$ cat config.mk
export PLATFORM = sky130hd
export DESIGN_NAME = clock_reclaim
export DESIGN_NICKNAME = d
export VERILOG_FILES = /design/src/rtl/clock_reclaim.sv
export SDC_FILE = /design/constraint.sdc
export NUM_CORES = 1
export LEC_CHECK = 0
export BUFFER_PORTS_ARGS = -buffer_cell sky130_fd_sc_hd__buf_2
export CAP_MARGIN = 10
export CORE_ASPECT_RATIO = 0.5
export CORE_MARGIN = 4
export CORE_UTILIZATION = 30
export CTS_CLUSTER_DIAMETER = 120
export CTS_CLUSTER_SIZE = 30
export DETAILED_ROUTE_END_ITERATION = 12
export PLACE_DENSITY = 0.5
export SYNTH_ARGS = -nofsm -noshare
export SYNTH_HDL_FRONTEND = slang
export SYNTH_SLANG_ARGS = --single-unit
$ cat constraint.sdc
create_clock -name clk -period 6 [get_ports clk]
set_clock_uncertainty 0.1 [all_clocks]
set_input_delay 0.6 -clock clk [delete_from_list [all_inputs] [get_ports clk]]
set_output_delay 0.6 -clock clk [all_outputs]
set_load 0.01 [all_outputs]
$ cat src/rtl/clock_reclaim.sv
module clock_reclaim #(
  parameter int PAGES = 16,
  parameter int GAP   = 4,
  parameter int DEPTH = 4
) (
  input  logic                     clk,
  input  logic                     rst_n,
  input  logic                     want_free,
  input  logic                     ref_valid,
  input  logic [$clog2(PAGES)-1:0] ref_page,
  input  logic                     ref_write,
  input  logic                     alloc_valid,
  input  logic [$clog2(PAGES)-1:0] alloc_page,
  output logic                     free_valid,
  output logic [$clog2(PAGES)-1:0] free_page,
  input  logic                     free_take,
  output logic                     wb_valid,
  output logic [$clog2(PAGES)-1:0] wb_page,
  input  logic                     wb_take
);
  localparam int AW = $clog2(PAGES);
  localparam int CW = $clog2(DEPTH + 1);
  localparam int QW = (DEPTH > 1) ? $clog2(DEPTH) : 1;

  logic [PAGES-1:0] resident, used, dirty;
  logic [AW-1:0]    trail, lead;
  logic [AW:0]      lead_sum;
  logic [CW-1:0]    fcnt, wcnt;
  logic [QW-1:0]    fwr, frd, wwr, wrd;
  logic [AW-1:0]    fq [DEPTH];
  logic [AW-1:0]    wq [DEPTH];
  logic             step, reclaim, wb_push, ref_ok, fpop, wpop;

  function automatic logic [QW-1:0] bump(input logic [QW-1:0] p);
    return (p == QW'(DEPTH - 1)) ? '0 : p + 1'b1;
  endfunction

  assign lead_sum = {1'b0, trail} + (AW+1)'(GAP);
  assign lead     = (int'(lead_sum) >= PAGES) ? AW'(int'(lead_sum) - PAGES) : lead_sum[AW-1:0];

  assign step    = want_free && (fcnt != CW'(DEPTH)) && (wcnt != CW'(DEPTH));
  assign reclaim = step && resident[lead] && !used[lead];
  assign wb_push = reclaim && dirty[lead];
  assign ref_ok  = ref_valid && resident[ref_page] && !(reclaim && ref_page == lead);

  assign fpop       = free_take && free_valid;
  assign wpop       = wb_take && wb_valid;
  assign free_valid = fcnt != '0;
  assign wb_valid   = wcnt != '0;
  assign free_page  = fq[frd];
  assign wb_page    = wq[wrd];

  always_ff @(posedge clk) begin
    if (!rst_n) begin
      resident <= '0;
      used     <= '0;
      dirty    <= '0;
      trail    <= '0;
    end else begin
      if (step) begin
        used[trail] <= 1'b0;
        trail       <= (trail == AW'(PAGES - 1)) ? '0 : trail + 1'b1;
      end
      if (reclaim) begin
        resident[lead] <= 1'b0;
        dirty[lead]    <= 1'b0;
      end
      if (ref_ok) begin
        used[ref_page] <= 1'b1;
        if (ref_write) dirty[ref_page] <= 1'b1;
      end
      if (alloc_valid) begin
        resident[alloc_page] <= 1'b1;
        used[alloc_page]     <= 1'b1;
        dirty[alloc_page]    <= 1'b0;
      end
    end
  end

  always_ff @(posedge clk) begin
    if (!rst_n) begin
      fcnt <= '0; fwr <= '0; frd <= '0;
      wcnt <= '0; wwr <= '0; wrd <= '0;
    end else begin
      if (reclaim) fwr <= bump(fwr);
      if (fpop)    frd <= bump(frd);
      fcnt <= fcnt + CW'(reclaim) - CW'(fpop);
      if (wb_push) wwr <= bump(wwr);
      if (wpop)    wrd <= bump(wrd);
      wcnt <= wcnt + CW'(wb_push) - CW'(wpop);
    end
  end

  always_ff @(posedge clk) begin
    if (reclaim) fq[fwr] <= lead;
    if (wb_push) wq[wwr] <= lead;
  end
endmodule

==> results.md, run 1 <==
- The floorplan step defined a die boundary enclosing 19600 µm².
- Static timing analysis puts the maximum clock frequency at ~250 MHz.
- Routability-driven placement finished with a final weighted congestion of 0.835.
- The worst register-to-register path begins at trail[2].
- By startpoint and endpoint, the worst setup path is classified as reg2reg.
- The filler-free cell count of the finished design is about 770.
- The run finished with clean final reports.
- Among all flip-flop cells after synthesis, the most frequent one is dfxtp_1.
- The worst-skew pair later-pin latency is ~0.35 ns.
- The wire length of the first global-routing pass is approximately 23 mm.
- The worst min-delay path class is reg2reg.
- The minimum setup slack after placement is between 2 and 2.5 ns.
- The instance area at placement is between 5000 and 6000 µm².
- The cell family contributing the most delay on the critical path is adder cells.
- The number of antenna violations at the first check in global routing was 0.
- The startpoint of the worst hold path is resident[0].
- Counting every net in the synthesized netlist gives roughly 560.
- Counting buffers and inverters, the worst setup path is 14 cells deep.
- Max-cap violations in this run came to 0.
- The width of the die is 194 µm.
- The buffer type at the clock tree root is clkbuf_16.
- The setup slack on the worst flop-to-flop path is 2.05 ns.
- STA classifies the critical path startpoint as a flip-flop.
- The cell type contributing the most total cell area after synthesis is dfxtp_1.
- Once the clock tree was built, the setup fixing pass inserted 0 buffers.
- In the final timing run, aggregate negative setup slack is 0 ns.
- IR analysis of the VDD net gives a maximum drop of between 0.15 and 0.2 mV.
- By count the netlist is led by dfxtp_1 (70), nand2_1 (55), nand3_1 (34), nor2_1 (34), edfxtp_1 (32).
- Summed over all cells, the static leakage comes to 2.04 nW.
- In this run the remaining antenna-violating nets after routing total 0.
- The most used standard cell by instance count after synthesis is dfxtp_1.
- The I/O pin count is 26.
- After floorplanning, the core was divided into 33 placement rows.
- Detailed placement finished with a half-perimeter wire length of around 11 mm.
- Counting the buffers created by CTS gives 9.
- The share of synthesized area occupied by flip-flops and latches is 0.456.
- In the final layout, the share of cells above drive strength 1 is 0.141.
- The cell repeated most along the worst path is ha_1.
- The total core area is roughly 17000 µm².
- The proportion of synthesized flip-flops having asynchronous set or reset is 0.
- In this run the power density over the cells is approximately 320 nW/µm².
- In the finished design, the share of the clock period the worst path needs comes to 0.659.
- TritonCTS built the clock tree.
- The required time of the critical path is 6.11 ns.
- The data arrival time at the worst-slack endpoint is about 4.1 ns.
- Once the clock tree was built, the resizer swapped 0 gates to a different size.
- The number of instances on the worst hold path is 2.
- The routed via count is 4082.
- The peak per-stage delay on the critical path is roughly 0.66 ns.
- The netlist uses 61 different library cells.
- Clock tree synthesis found a total of about 100 sinks.
- Counting flops and latches in the post-synthesis netlist gives a little over 100.
- The mean cell area of the mapped netlist is 9.99 µm².
- The number of global-route vias before repair came to ~3900.
- The via density per instance is between 5 and 6.
- The number of buffers and inverters on the critical path is 4.
- The capture endpoint of the worst hold path is resident[0].
- CTS built an H-tree with a depth of 3.
- Of the post-synthesis cell area, the dominant cell type holds 0.270.
- The die boundary height is between 100 and 150 µm.
- The pin count of the biggest net entering global routing is 42.
- The count of final max-slew check failures came to 0.
- The number of endpoints failing setup at the final stage is 0.
- Walking the worst path, the cells encountered are inv_1 -> ha_1 -> a31oi_1 -> o211ai_1 -> o22ai_2 -> buf_4 -> inv_2 -> ha_1 -> inv_1 -> ha_1 -> fa_1 -> xnor2_1 -> xnor2_1 -> nor2_1.
- Headroom to the max-slew limit came out at 0.325.
- The worst register-to-register path has a depth of 14.
- STA classifies the critical path endpoint as a flip-flop.
- The post-route cell area is 5820 µm².
- The count of buffers inserted at the top-level ports is 25.
- For this block, the initial DRC count from the detailed router was 470.
- The total overflow left after global routing is 0.
- The number of cells after detailed placement is around 750.
- The count of yosys warnings during synthesis is 0.
- The first detailed-routing pass took 5 iterations.
- The cell with the biggest individual delay on the critical path is dfxtp_1.
- The synthesized design contains 32 enable-type register cells.
- The synthesized cell area is approximately 5200 µm².
- The synthesis-to-layout area growth is 12.3%.
- The total wire length is ~15 mm.
- The buffer depth of the longest clock path is 2.
- After detailed routing, the average wire length per cell comes to approximately 19 µm.
- The starting utilization of the core area is 0.312.
- The worst register-to-register path ends at fcnt[2].
- The number of hold-slack violations in the final timing report is 0.
- For this design, the CTS-stage hold fixing added 0 buffers.
- Setup repair after global routing left no endpoint under its margin.
- For the pin with the worst max-slew slack, the measured transition is between 1 and 1.5 ns.
- In this run the worst path has a maximum fanout of 21.
- Yosys attributes the largest share of cell area to dfxtp_1 (27%), edfxtp_1 (19%), mux4_2 (6.5%).
- At the end of the flow, the number of nets in the layout was between 500 and 600.
- Clock-pin slew was measured on the worst setup and hold paths at approximately 0.070 ns.
- 0 antenna diodes ended up in the layout.
- After detailed routing, the number of remaining DRC violations is 0.
- Across every metal layer, demand over resource in global routing totals 0.151.
- The smallest clock period supported by the final layout is computed as 3.95 ns.
- In the post-route analysis, the smallest setup slack over all paths is 2.05 ns.
- Synthesis produced 519 cells.
-- cell usage in the layout, fill, tap and decap left out, drive strengths merged, types with 3 or more instances in the layout --
cell type	Yosys	layout
nor3	10	10
and2	13	13
o211ai	7	7
mux4	17	17
o21a	9	9
inv	22	23
clkinv	0	3
o221ai	3	3
nor2	34	34
nand2	55	55
a21boi	9	9
or3	5	5
o22ai	23	23
nor2b	4	4
nand2b	12	12
xor2	4	4
ha	24	24
or2b	4	4
o31ai	3	3
and3	11	11
nand4	7	7
buf	6	30
o21ai	13	13
nand3	34	34
nor4	4	4
nand3b	7	7
clkbuf	19	10
or3b	3	3
dfxtp	70	70
a21oi	25	25
edfxtp	32	32
xnor2	4	4
-- kinds of logic after synthesis --
logic type | synth area share
buf+inv | 0.0408
compound gates | 0.139
fa+ha+maj | 0.0656
mux | 0.0813
flops | 0.456
xor+xnor | 0.0135
simple gates | 0.205
-- flip-flops by register name, indices dropped and copies added, names as in the netlist, named ones only --
| register | count |
|---|---|
| fcnt | 3 |
| resident | 16 |
| used | 16 |
| trail | 4 |
| dirty | 16 |
| wrd | 2 |
| fq | 16 |
| frd | 2 |
| wcnt | 3 |
| wq | 16 |
| fwr | 2 |
| wwr | 2 |
-- tightest hold or removal path, stage by stage, from the launching register on --
cell     delay, ns
dfxtp_1       0.32
nand2_1       0.06
o22ai_1       0.05
-- final cells by class --
type,count,area (µm²)
clock inverter,6,86.3
sequential,102,2360
inverter,22,82.6
multi-input combinational,370,2620
clock buffer,10,229
tap,227,284
fill,1681,10800
timing repair buffer,30,163
-- worst max path at each step --
stage                        start  endpoint  slack (ns)
after floorplan           trail[2]   wcnt[2]        2.58
after global placement    trail[2]   wcnt[2]        2.17
after detailed placement  trail[2]   fcnt[2]        2.05
after CTS                 trail[2]   fcnt[2]        2.04
after global routing      trail[2]   fcnt[2]        1.65
final                     trail[2]   fcnt[2]        2.05
-- report_power, final --
| group | switching, mW | total [mW] | leakage, nW | internal [mW] |
|---|---|---|---|---|
| clock | 0.258 | 0.624 | 0.154 | 0.366 |
| combinational | 0.236 | 0.397 | 1.05 | 0.162 |
| sequential | 0.0576 | 0.819 | 0.845 | 0.762 |
| total | 0.552 | 1.84 | 2.04 | 1.29 |
-- per-layer routing --
metal | part of all wire | track usage
met2 | 0.43 | 0.231
met4 | 0.0093 | 0.0373
met5 | 0 | 0
met1 | 0.49 | 0.217
met3 | 0.071 | 0.0341
-- through the flow --
stage	power [mW]	hold slack [ns]	util
6_report	1.84	0.371	0.350
5_1_grt	1.94	0.394	0.350
4_1_cts	1.86	0.376	0.350
3_5_place_dp	1.24	0.369	0.331
3_3_place_gp	1.23	0.365	0.331
2_1_floorplan	1.11	0.332	-
Power figures use the tool's default switching activity.
==> inputs of run 2 (changes only) <==
Clock period 6 ns to 4 ns, I/O delays scaled along.
==> run 2 against run 1 <==
Worst setup slack worse by 1.6 ns. First-iteration DRC count shrank 39%. Worst hold slack worse by 0.033 ns. Cell count up 0.39%. Sequential share of layout area increased by 0.052 points. Cell area fell by 0.13%. Combinational power is 55% higher. Sequential cell count unchanged. Critical path type unchanged. Largest cell class unchanged. Highest routed layer unchanged.
==> results.md, run 2 (same netlist as run 1, synthesis figures left out) <==
- The run finished with clean final reports.
- Leaving out fill and tap cells, the most frequent cells in the layout are dfxtp_1 (70), nand2_1 (55), nor2_1 (34), nand3_1 (34), edfxtp_1 (32).
- The number of gates resized after CTS is 0.
- In this run the number of H-tree levels came out at 3.
- The total iterations of the first detailed-routing run is 5.
- Data on the critical path arrives at its endpoint at 3.67 ns.
- The average wire per cell in the routed design is around 19 µm.
- The width of the die is around 190 µm.
- At the pin with the least slew margin, the transition time is approximately 0.8 ns.
- The type of element capturing the critical path is a flip-flop.
- For this design the ratio of total power to cell area is ~460 nW/µm².
- The remaining design rule violation count is 0.
- Wires add up to approximately 15 mm.
- The count of nets left with antenna violations after detail routing is 0.
- After clock tree synthesis, the clock-pin slew on the worst setup and hold paths is about 0.07 ns.
- Across the run, the number of max-cap violations was 0.
- The post-layout worst setup margin is roughly 0.44 ns.
- Timing analysis after detailed placement gives a worst setup slack of between 0.4 and 0.5 ns.
- CTS saw between 100 and 150 sinks.
- The clock passes through at most 2 buffers.
- The final layout contains between 500 and 600 nets.
- The overall overflow remaining after global route is 0.
- Setup total negative slack on the finished layout was measured at 0 ns.
- The repair_antennas step left the layout with diodes totalling 0.
- The worst setup path is of the reg2reg kind.
- The final period utilization is 0.890.
- The TritonCTS clock tree is yes.
- The cell leakage power is around 2.0 nW.
- The combined area of the multi-input logic cells is approximately 2600 µm².
- Across every metal layer, demand over resource in global routing totals 0.154.
- In the routed layout, each cell is associated on average with a via count of approximately 5.3.
- The wire length of the first global-routing pass is 23.5 mm.
- The number of endpoints failing setup at the final stage is 0.
- The pin count of the biggest net entering global routing is just over 40.
- The die footprint is slightly below 20000 µm².
- Buffers placed on the I/O ports in this run total 25.
- The area used by sequential logic in the layout is about 2400 µm².
- The total core area is around 17000 µm².
- The setup fix buffers added after clock tree synthesis is 0.
- At the later pin of the worst-skew pair, clock insertion delay measures about 0.35 ns.
- The number of antenna violations at the first check in global routing is 0.
- Once layout is complete, the utilization of the core stands at 0.350.
- The count of final max-slew check failures is 0.
- In the final layout, the share of cells above drive strength 1 is 0.149.
- During I/O placement, the number of pins put on the boundary was 26.
- The number of global-route vias before repair is 4024.
- The buffer type at the clock tree root is clkbuf_16.
- The post-cts hold buffer count is 0.
- Of all nets on the critical path, the largest fanout is 18.
- The starting utilization of the core area is 0.312.
- At the worst endpoint, the required time is around 4 ns.
- The worst setup path is launched from a flip-flop.
- Summing over every cut layer, the via total after detailed routing is 4078.
- The die boundary height is a little over 100 µm.
- Clock tree synthesis inserted a total of 9 buffers.
- The normalized max-slew margin is 0.449.
- The weighted congestion at the end of routability-driven global placement is about 0.86.
- After legalization and detailed placement, the total HPWL measured between 10 and 15 mm.
- The most common cell after layout, fill and taps aside is dfxtp_1.
- The number of hold-slack violations in the final timing report is 0.
- Setup repair after global routing left no endpoint under its margin.
- The maximum resistive drop on vdd is about 0.18 mV.
- The worst path in the final design needs a cycle of roughly 3.6 ns, including I/O delays and setup.
- The worst hold path belongs to the class in2reg.
- The synthesis-to-layout area growth is 12.2%.
- Based on the critical path, the design can be clocked at up to 281 MHz.
- The floorplan has 33 rows.
- The count of filler cells inserted in the layout is between 1500 and 2000.
- The DRC marker count from the first detailed-route iteration is about 290.
## run 2: cell count changes in the layout (fill, tap and decap cells not counted)
cell        before  now
bufinv_16        2    0
clkinvlp_4       0    3
clkinv_4         1    3
clkinv_1         1    0
clkbuf_1         1    0
clkinv_2         1    0
buf_4            5    8
inv_8            0    1
inv_6            1    0
## run 2: worst max-delay path: stages (launching register included)
cell,delay [ns]
dfxtp_1,0.62
buf_4,0.32
inv_1,0.17
a211oi_1,0.29
o2111ai_1,0.16
o22ai_2,0.20
and2_1,0.25
inv_1,0.07
ha_1,0.28
inv_1,0.06
ha_1,0.13
inv_1,0.05
fa_1,0.37
xor2_1,0.16
xnor2_1,0.15
nor2_1,0.06
## run 2: metrics by stage
stage          hold slack [ns]  power [mW]  cell area [µm²]  instances
2_1_floorplan            0.332        1.66             5180        519
3_3_place_gp             0.359        1.86             5530        754
3_5_place_dp             0.358        1.86             5530        754
4_1_cts                  0.335        2.71             5820        770
5_1_grt                  0.385        2.83             5820        770
6_report                 0.338        2.68             5820        770
## run 2: routing by layer
metal,global-route usage,share of wire,up-vias
met5,0,0,-
met3,0.0417,0.056,19
li1,-,-,1944
met2,0.240,0.43,113
met1,0.213,0.49,2002
met4,0.0378,0.016,0
## run 2: final timing paths
path	startpoint	endpoint	slack, ns	cells after the start
min reg2reg	dirty[13]	dirty[13]	0.37	2
min	wb_take	wrd[1]	0.34	4
max	trail[1]	wcnt[2]	0.44	15
max reg2reg	trail[1]	wcnt[2]	0.44	15
## run 2: layout make-up
class | instances | share of cell area
clock buffer | 9 | 0.0387
clock inverter | 7 | 0.0103
inverter | 22 | 0.0142
multi-input combinational | 370 | 0.450
sequential | 102 | 0.406
tap | 227 | 0.0488
timing repair buffer | 33 | 0.0318
## run 2: power breakdown
group	leakage (nW)	switching, mW	internal (mW)
clock	0.130	0.414	0.430
sequential	0.845	0.0766	1.14
combinational	1.06	0.368	0.249
==> inputs of run 3 (changes only) <==
Settings changed: ABC_AREA from default to 1.
==> run 3 against run 2 <==
Cell area rose by 2.5%. Sequential power hardly changed. Global-route usage rose by 0.11 points.
==> results.md, run 3 <==
- The remaining design rule violation count is 0.
- The fraction of final layout cells with drive strength greater than 1 is 0.104.
- The tool flagged a number of max-cap violations equal to 0.
- Synthesis inferred slightly above 100 register bits.
- The share of total power dissipated in the clock network is 0.290.
- The overall overflow remaining after global route is 0.
- The analysis attributes to net switching a power of around 1.1 mW.
- The setup fix buffers added after clock tree synthesis is 0.
- The die is between 150 and 200 µm wide.
- The first detailed-routing pass took 6 iterations.
- The synthesized cell area is around 5400 µm².
- At the worst endpoint, the arrival time is ~3.6 ns.
- The number of cells on the worst reg-to-reg path is 15.
- The DRC marker count from the first detailed-route iteration is between 300 and 400.
- Setup total negative slack on the finished layout was measured at 0 ns.
- The worst-case IR drop observed on VDD is 0.204 mV.
- The number of antenna violations at the first check in global routing is 0.
- The pin count of the biggest net entering global routing is 43.
- The number of hold-slack violations in the final timing report is 0.
- The finished cells cover between 5000 and 6000 µm².
- The share of total power in sequential cells is 0.425.
- The total wire length is about 15 mm.
- For this run, the register share of the synthesized area comes to 0.435.
- The maximum fanout along the worst path is 12.
- The count of yosys warnings during synthesis is 0.
- The worst hold margin is roughly 0.35 ns.
- The depth of the CTS H-tree is 3.
- After detailed routing, the number of vias per cell comes to between 4 and 5.
- The first element of the critical path is trail[2].
- The antenna diode instance count is 0.
- The instance area at placement is 5680 µm².
- In this run the worst hold path is classified as in2reg.
- The library cells used most frequently in the layout, excluding fill and tap cells, are nand2_1 (120), inv_1 (86), nor2_1 (79).
- The area share of the leading cell type in the synthesized netlist is 0.258.
- The number of global-route vias before repair is around 4400.
- Counting every net in the synthesized netlist gives approximately 740.
- The starting utilization of the core area is 0.309.
- In the synthesized netlist the async set-or-reset flop fraction comes to 0.
- The count of nets left with antenna violations after detail routing is 0.
- Buffers inserted during clock tree synthesis total 9.
- Of the available clock period, the critical path in the final layout requires 0.860.
- The normalized max-slew margin is 0.395.
- The share of total power dissipated in combinational logic is 0.285.
- The count of buffers added on input and output ports is 25.
- Based on the critical path, the design can be clocked at up to a little under 300 MHz.
- For the worst setup path, the data required time is about 4.1 ns.
- The buffer depth of the longest clock path is 2.
- Of the total power, the share spent switching nets is 0.362.
- The worst-skew pair later-pin latency is between 0.3 and 0.4 ns.
- Summed over all cells, the static leakage comes to 2.39 nW.
- The die boundary height is 103 µm.
- The worst register-to-register path begins at trail[2].
- The number of endpoints failing setup at the final stage is 0.
- The setup slack on the worst flop-to-flop path is ~0.56 ns.
- In this run the mean area of a mapped cell was ~7.8 µm².
- Dividing the detail-routed wire length by the instance count gives between 15 and 20 µm.
- The die footprint is 20500 µm².
- The buffer type at the clock tree root is clkbuf_16.
- The most used standard cell by instance count after synthesis is nand2_1.
- Buffers inserted to repair hold after CTS numbered 0.
- The worst path needs 3.44 ns of the cycle, external delays included.
- The number of standard-cell rows in the floorplan is 34.
- The worst setup path is launched from a flip-flop.
- Summing over every cut layer, the via total after detailed routing is 4639.
- The layout net count is between 700 and 800.
- The internal portion of the total power is around 1.9 mW.
- Ranked by total cell area, the synthesized netlist is headed by dfxtp_1 (26%), edfxtp_1 (18%), nand2_1 (8.3%).
- Clock-pin slew was measured on the worst setup and hold paths at around 0.080 ns.
- In the global route stage, overall resource usage came out at 0.155.
- The number of distinct standard cells referenced by the synthesized netlist is 35.
- The number of enable flip-flop cells after synthesis is 32.
- For this design the ratio of total power to cell area is about 490 nW/µm².
- Once layout is complete, the utilization of the core stands at 0.339.
- The number of instances in the synthesized netlist is 699.
- The endpoint identified for the worst register-to-register timing path is wcnt[2].
- The number of instances on the worst hold path is 4.
- The cell type contributing the most total cell area after synthesis is dfxtp_1.
- STA classifies the critical path endpoint as a flip-flop.
- The slew at the pin closest to its max-slew limit is around 0.91 ns.
- The commonest register cell after synthesis is dfxtp_1.
- The count of final max-slew check failures is 0.
- CTS saw 102 sinks.
- After clock tree synthesis, the repair step resized 0 gates.
- Leaving out fill and tap cells, the most frequent cell in the layout is nand2_1.
- The total core area is about 18000 µm².
- The I/O pin count is 26.
- The placed wire-length estimate after detailed placement is ~11 mm.
- The run finished with clean final reports.
- The capture point of the critical path is wcnt[2].
- Setup repair after global routing left no endpoint under its margin.
- Compared with the post-synthesis result, the final layout area differs by 9.67%.
- The first global-routing pass estimated approximately 24 mm of wire.
- The critical path is of the reg2reg type.
- The TritonCTS clock tree is yes.
- The weighted congestion at the end of routability-driven global placement is between 0.8 and 0.9.
- Sorting the synthesized cells by how often they occur yields nand2_1 (120), inv_1 (86), nor2_1 (79).
## run 3: cell types whose count changed in the layout (fill, tap and decap cells not counted), sizes merged, moves of 11 or more
cell	previous run	this run
inv	23	95
nand2	55	121
nor2	34	83
nand3	34	81
o21ai	13	57
a21oi	25	58
mux4	17	0
nand4	7	22
o22ai	23	8
and2	13	0
nand2b	12	0
and3	11	0
## run 3: how the worst min path moves through the flow
stage               from        end
6_report       free_take  flip-flop
5_1_grt        free_take  flip-flop
4_1_cts        free_take     frd[1]
3_5_place_dp    dirty[4]   dirty[4]
3_3_place_gp     wcnt[2]    wcnt[2]
2_1_floorplan    wcnt[2]    wcnt[2]
## run 3: cells by family after synthesis
| kind of cell | Yosys count | share of synthesized area |
|---|---|---|
| XOR/XNOR | 6 | 0.00967 |
| buffers and inverters | 127 | 0.106 |
| flip-flops | 102 | 0.435 |
| AO/OA/AOI/OAI | 127 | 0.130 |
| AND/OR/NAND/NOR | 311 | 0.257 |
| adder cells (fa/ha/maj) | 26 | 0.0626 |
## run 3: cell type report
class                           instances  area [µm²]
Clock inverter                          6        53.8
Inverter                               92         348
Fill cell                            1869       11600
Tap cell                              234         293
Multi-Input combinational cell        470        2500
Timing Repair Buffer                   32         178
Clock buffer                           10         229
Sequential cell                       102        2360
## run 3: worst max-delay path, stage by stage, from the launching register on
cell	delay, ns
dfxtp_1	0.61
inv_1	0.12
ha_1	0.58
inv_1	0.15
nand3_2	0.14
nand3_4	0.08
nor2_2	0.19
inv_2	0.10
ha_1	0.29
inv_1	0.06
ha_1	0.13
inv_1	0.05
fa_1	0.37
xor2_1	0.16
o21ai_0	0.15
a21oi_1	0.05
## run 3: power groups by stage
stage | Clock [mW] | Sequential [mW] | Combinational, mW
finish | 0.852 | 1.25 | 0.835
global placement | 0 | 1.27 | 0.827
detailed placement | 0 | 1.27 | 0.840
CTS | 0.872 | 1.25 | 0.843
global route | 0.923 | 1.26 | 0.948
floorplan | 0 | 1.24 | 0.618
## run 3: through the flow
stage	total power, mW	std cells	setup WS (ns)
after global placement	2.10	930	0.716
after floorplan	1.86	699	0.871
final	2.94	946	0.559
after CTS	2.96	946	0.565
after global routing	3.13	946	0.226
after detailed placement	2.11	930	0.574
## run 3: routing by layer
metal  GRT usage  share of wire  vias up
met5           0              0        -
met4      0.0539          0.026        0
met3      0.0327          0.055       25
met2       0.248           0.43      122
met1       0.210           0.49     2169
li1            -              -     2323
